File: src/rtl/lockdown_reg.sv
module lockdown_reg #(
  parameter int PW = 16
) (
  input  logic            clk,
  input  logic            host_rst_n,
  input  logic            fw_rst_n,
  input  logic            global_lock,
  input  logic            wr_en,
  input  logic [31:0]     wr_data,
  output logic [31:0]     rd_data,
  output logic            seq_lock,
  output logic [4:0]      range_lock,
  output logic [3:0]      grant_lock,
  input  logic            pw_en,
  input  logic [2:0]      pw_sel,
  input  logic [PW-1:0]   pw_data,
  output logic [5*PW-1:0] range_q,
  output logic [PW-1:0]   seq_q
);

  localparam logic [31:0] FW_BITS   = 32'h0000_1F00;
  localparam logic [31:0] HOST_BITS = 32'h0001_E0FF;
  localparam logic [31:0] IMPL_BITS = FW_BITS | HOST_BITS;

  logic [31:0] fw_q, host_q, set_req;
  logic [7:0]  lock_by_sel;

  assign set_req = (wr_en && !global_lock) ? wr_data : 32'd0;

  always_ff @(posedge clk or negedge fw_rst_n)
    if (!fw_rst_n) fw_q <= '0;
    else           fw_q <= (fw_q | set_req) & FW_BITS;

  always_ff @(posedge clk or negedge host_rst_n)
    if (!host_rst_n) host_q <= '0;
    else             host_q <= (host_q | set_req) & HOST_BITS;

  assign rd_data    = fw_q | host_q;
  assign seq_lock   = rd_data[16] | global_lock;
  assign range_lock = rd_data[12:8] | {5{global_lock}};
  assign grant_lock = rd_data[3:0] | {4{global_lock}};

  assign lock_by_sel = {2'b00, seq_lock, range_lock};

  for (genvar g = 0; g < 5; g++) begin : g_range
    always_ff @(posedge clk or negedge fw_rst_n)
      if (!fw_rst_n)
        range_q[g*PW +: PW] <= '0;
      else if (pw_en && pw_sel == 3'(g) && !lock_by_sel[g])
        range_q[g*PW +: PW] <= pw_data;
  end

  always_ff @(posedge clk or negedge host_rst_n)
    if (!host_rst_n)
      seq_q <= '0;
    else if (pw_en && pw_sel == 3'd5 && !lock_by_sel[5])
      seq_q <= pw_data;

  assert_sticky_R4: assert property (@(posedge clk) disable iff (!host_rst_n || !fw_rst_n)
    1'b1 |=> (($past(rd_data) & ~rd_data) == 32'd0));

  assert_set_R5: assert property (@(posedge clk) disable iff (!host_rst_n || !fw_rst_n)
    (wr_en && !global_lock) |=>
      ((rd_data & $past(wr_data) & IMPL_BITS) == ($past(wr_data) & IMPL_BITS)));

  assert_freeze_R6: assert property (@(posedge clk) disable iff (!host_rst_n || !fw_rst_n)
    global_lock |=> (rd_data == $past(rd_data)));

  assert_reject_R9: assert property (@(posedge clk) disable iff (!host_rst_n || !fw_rst_n)
    (pw_en && lock_by_sel[pw_sel]) |=> ($stable(range_q) && $stable(seq_q)));

endmodule

File: config.mk
export PLATFORM = sky130hd
export DESIGN_NAME = lockdown_reg
export DESIGN_NICKNAME = d
export VERILOG_FILES = /design/src/rtl/lockdown_reg.sv
export SDC_FILE = /design/constraint.sdc
export NUM_CORES = 1
export LEC_CHECK = 0
export BUFFER_PORTS_ARGS = -buffer_cell sky130_fd_sc_hd__buf_2
export CORE_MARGIN = 3
export CORE_UTILIZATION = 51
export DETAILED_ROUTE_END_ITERATION = 10
export GPL_ROUTABILITY_DRIVEN = 0
export GPL_TIMING_DRIVEN = 1
export PLACE_DENSITY = 0.85
export SKIP_LAST_GASP = 1
export SYNTH_ARGS = -nofsm -noshare
export SYNTH_HDL_FRONTEND = slang
export SYNTH_SLANG_ARGS = --single-unit
File: constraint.sdc
create_clock -name clk -period 2.8 [get_ports clk]
set_input_delay 0.56 -clock clk [delete_from_list [all_inputs] [get_ports clk]]
set_output_delay 0.56 -clock clk [all_outputs]
set_load 0.01 [all_outputs]
==> flow_metrics.py <==
metrics = {
    "status": {
        "outcome": "completed",
    },
    "sta": {
        "finalMaxSlewViolations": 0,
        "period_needed_ns": 1.92,
        "hold_viol_final": 0,
        "relSlewSlack": 0.272,
        "setup_viol": 0,
        "rsz0062_at_grt": "no",
        "setup_tns_ns": 0,
        "tightest_slew_ns": 1.09,
        "fmax_ghz": 0.521,
        "hold_ws_ns": 0.0384,
        "finClkSkew_ns": 0.0113,
        "fin_crit_sh": 0.685,
    },
    "setup_path": {
        "crit_path_max_fanout": 16,
        "reg2reg_slack_ns": 0.88,
        "crit_type": "register to register",
        "reg2regPathDepth": 2,
        "start_kind": "register",
        "critPathRequiredTime_ns": 3.18,
        "arrival_ns": 2.30,
        "path_cells": "or4_1 > mux2_2",
        "cp_slowest_cell": "or4_1",
        "reg2reg_to": "range_q[25]",
        "r2r_start": "fw_q[9]",
        "endpoint_kind": "register",
        "slowest_delay_ns": 0.94,
    },
    "clocking": {
        "cts_tree": "yes",
        "post-cts-setup-buffers": 0,
        "cts_sinks": 113,
        "root_buffer": "clkbuf_8",
        "clk_latency_ns": 0.51,
        "htree_levels": 4,
        "path_clk_slew_ns": 0.06,
        "cts.path.max_buffers": 2,
        "post_cts_resized": 0,
        "cts_buffers": 17,
        "hold_buffers": 0,
    },
    "yosys": {
        "yosysSeqAreaShare": 0.643,
        "syn_avg_cell_area_um2": 15.8,
        "ys_types": 19,
        "ys_warn_count": 0,
        "syn_area_um2": 4400,
        "yosys.area_share.simple": 0.0330,
        "synth_xor_xnor_area_share": 0,
        "synth_compound_gate_area_share": 0.0290,
        "synth_mux_area_frac": 0.254,
        "ys_ff_latch": 113,
        "synth_top_family_by_area": "multiplexers",
        "synth_fa_ha_area_frac": 0,
        "synthCells": 278,
    },
    "route": {
        "wl_per_cell_um": 18.0,
        "post_drt_via_cell_ratio": 5.07,
        "drc_errors": 0,
        "first_pass_iters": 6,
        "wl_um": 10300,
        "postRouteAntennaNets": 0,
        "vias": 2897,
        "drtIter0Drc": 64,
    },
    "grt": {
        "grt_pass1_vias": 3164,
        "grt_use_total": 0.221,
        "grt_pass1_wl_um": 16500,
        "grt_max_degree": 46,
        "overflow": 0,
        "antenna_found_initial": 0,
    },
    "final_layout": {
        "multi_input_area_um2": 1450,
        "n_antenna_cell": 0,
        "nFillCells": 589,
        "register_area_um2": 2830,
        "drive_above_1_share": 0.659,
        "syn_to_final_growth_pct": 33.5,
        "fin_util": 0.707,
        "final_nets": 510,
    },
    "job": {
        "drv_cap": 0,
    },
    "power": {
        "leakagePower_nw": 3.20,
        "ir_drop_mv": 0.376,
        "p_per_area_nw_per_um2": 740,
    },
    "floorplan": {
        "core-area_um2": 8300,
        "die_w_um": 98.9,
        "die_height_um": 98.9,
        "dieArea_um2": 9770,
        "boundaryPins": 195,
        "rows": 33,
        "start_util": 0.530,
    },
    "placed_design": {
        "io_buffers": 164,
        "dp_hpwl_um": 7150,
    },
    "min_path": {
        "worstHoldPathType": "input pin to async pin",
    },
}
-- where the power goes --
part           total, W  internal [W]  leakage, nW  switching [W]
Clock           0.00206       0.00135        0.283       0.000709
Combinational  0.000446      0.000215         1.47       0.000231
Sequential      0.00184       0.00177         1.45      0.0000673
-- metal layers --
layer  part of all wire  up-vias  track usage  wire length, um
met4              0.016        0       0.0872              163
met2               0.49      144        0.351             4980
met1               0.41     1440        0.274             4230
met3              0.087       14       0.0828              891
li1                   -     1299            -                -
met5                  0        -            0                0
-- synthesized netlist by cell type (all sizes together) --
cell type / n / share of area
nor2: 2 / 0.0017
nand4: 2 / 0.0028
nand3b: 1 / 0.0017
or4: 2 / 0.0034
or3b: 1 / 0.0020
clkbuf: 7 / 0.0060
nand2b: 1 / 0.0014
or2: 10 / 0.014
conb: 1 / 0.00085
a21o: 17 / 0.029
buf: 21 / 0.034
dfrtp: 113 / 0.64
or3: 2 / 0.0028
mux2: 96 / 0.25
nor2b: 2 / 0.0028
-- worst max-delay path by stage --
| stage | from | endpoint | cells past startpoint |
|---|---|---|---|
| floorplan | pw_sel[0] | range_q[10] | 5 |
| global placement | pw_sel[0] | range_q[39] | 4 |
| detailed placement | pw_sel[0] | range_q[39] | 4 |
| CTS | fw_q[8] | range_lock[0] | 2 |
| global route | fw_q[8] | range_lock[0] | 2 |
| finish | fw_q[9] | range_q[25] | 2 |
-- cell families (layout without fill, tap and decap cells) --
family                 count (synthesis)  in the layout
buffers and inverters                 28            202
and+or+nand+nor                       23             23
DFF                                  113            113
muxes                                 96             96
other                                  1             15
AOI/OAI and AO/OA                     17             17
-- per-stage QoR --
stage | worst slack (ns) | instance area, um^2 | std cells | power, W
detailed placement | 0.439 | 5290 | 539 | 0.00232
finish | 0.882 | 5870 | 571 | 0.00434
CTS | 0.849 | 5870 | 571 | 0.00439
floorplan | 0.756 | 4450 | 292 | 0.00208
global placement | 0.469 | 5290 | 539 | 0.00229
global route | 0.814 | 5870 | 571 | 0.00451
-- worst max-delay path: cells and delay by family, from the launching register on --
family	cells	cell delay (ns)
mux	1	0.43
flops	1	0.42
simple gates	1	0.94
-- layout by cell type, fill, tap and decap left out, drive strengths merged, types with 2 or more instances in the layout --
cell / synthesis / final
dfrtp: 113 / 113
a21o: 17 / 17
buf: 21 / 170
or4: 2 / 2
clkinvlp: 0 / 3
or3: 2 / 2
nor2b: 2 / 2
clkinv: 0 / 5
or2: 10 / 10
bufinv: 0 / 2
clkbuf: 7 / 22
nand4: 2 / 2
conb: 1 / 15
mux2: 96 / 96
nor2: 2 / 2
-- state kept, by name, indices dropped and copies added (netlist names) --
| name | flops |
|---|---|
| fw_q | 5 |
| host_q | 12 |
| range_q | 80 |
| seq_q | 16 |
-- area by class of cell --
type / instances / area share
clock inverters: 10 / 0.0183
clock buffers: 22 / 0.0806
flip-flops and latches: 113 / 0.482
multi-input cells: 151 / 0.247
repair buffers: 170 / 0.150
well taps: 105 / 0.0224
Note: power is estimated with default switching activity, not from simulation.
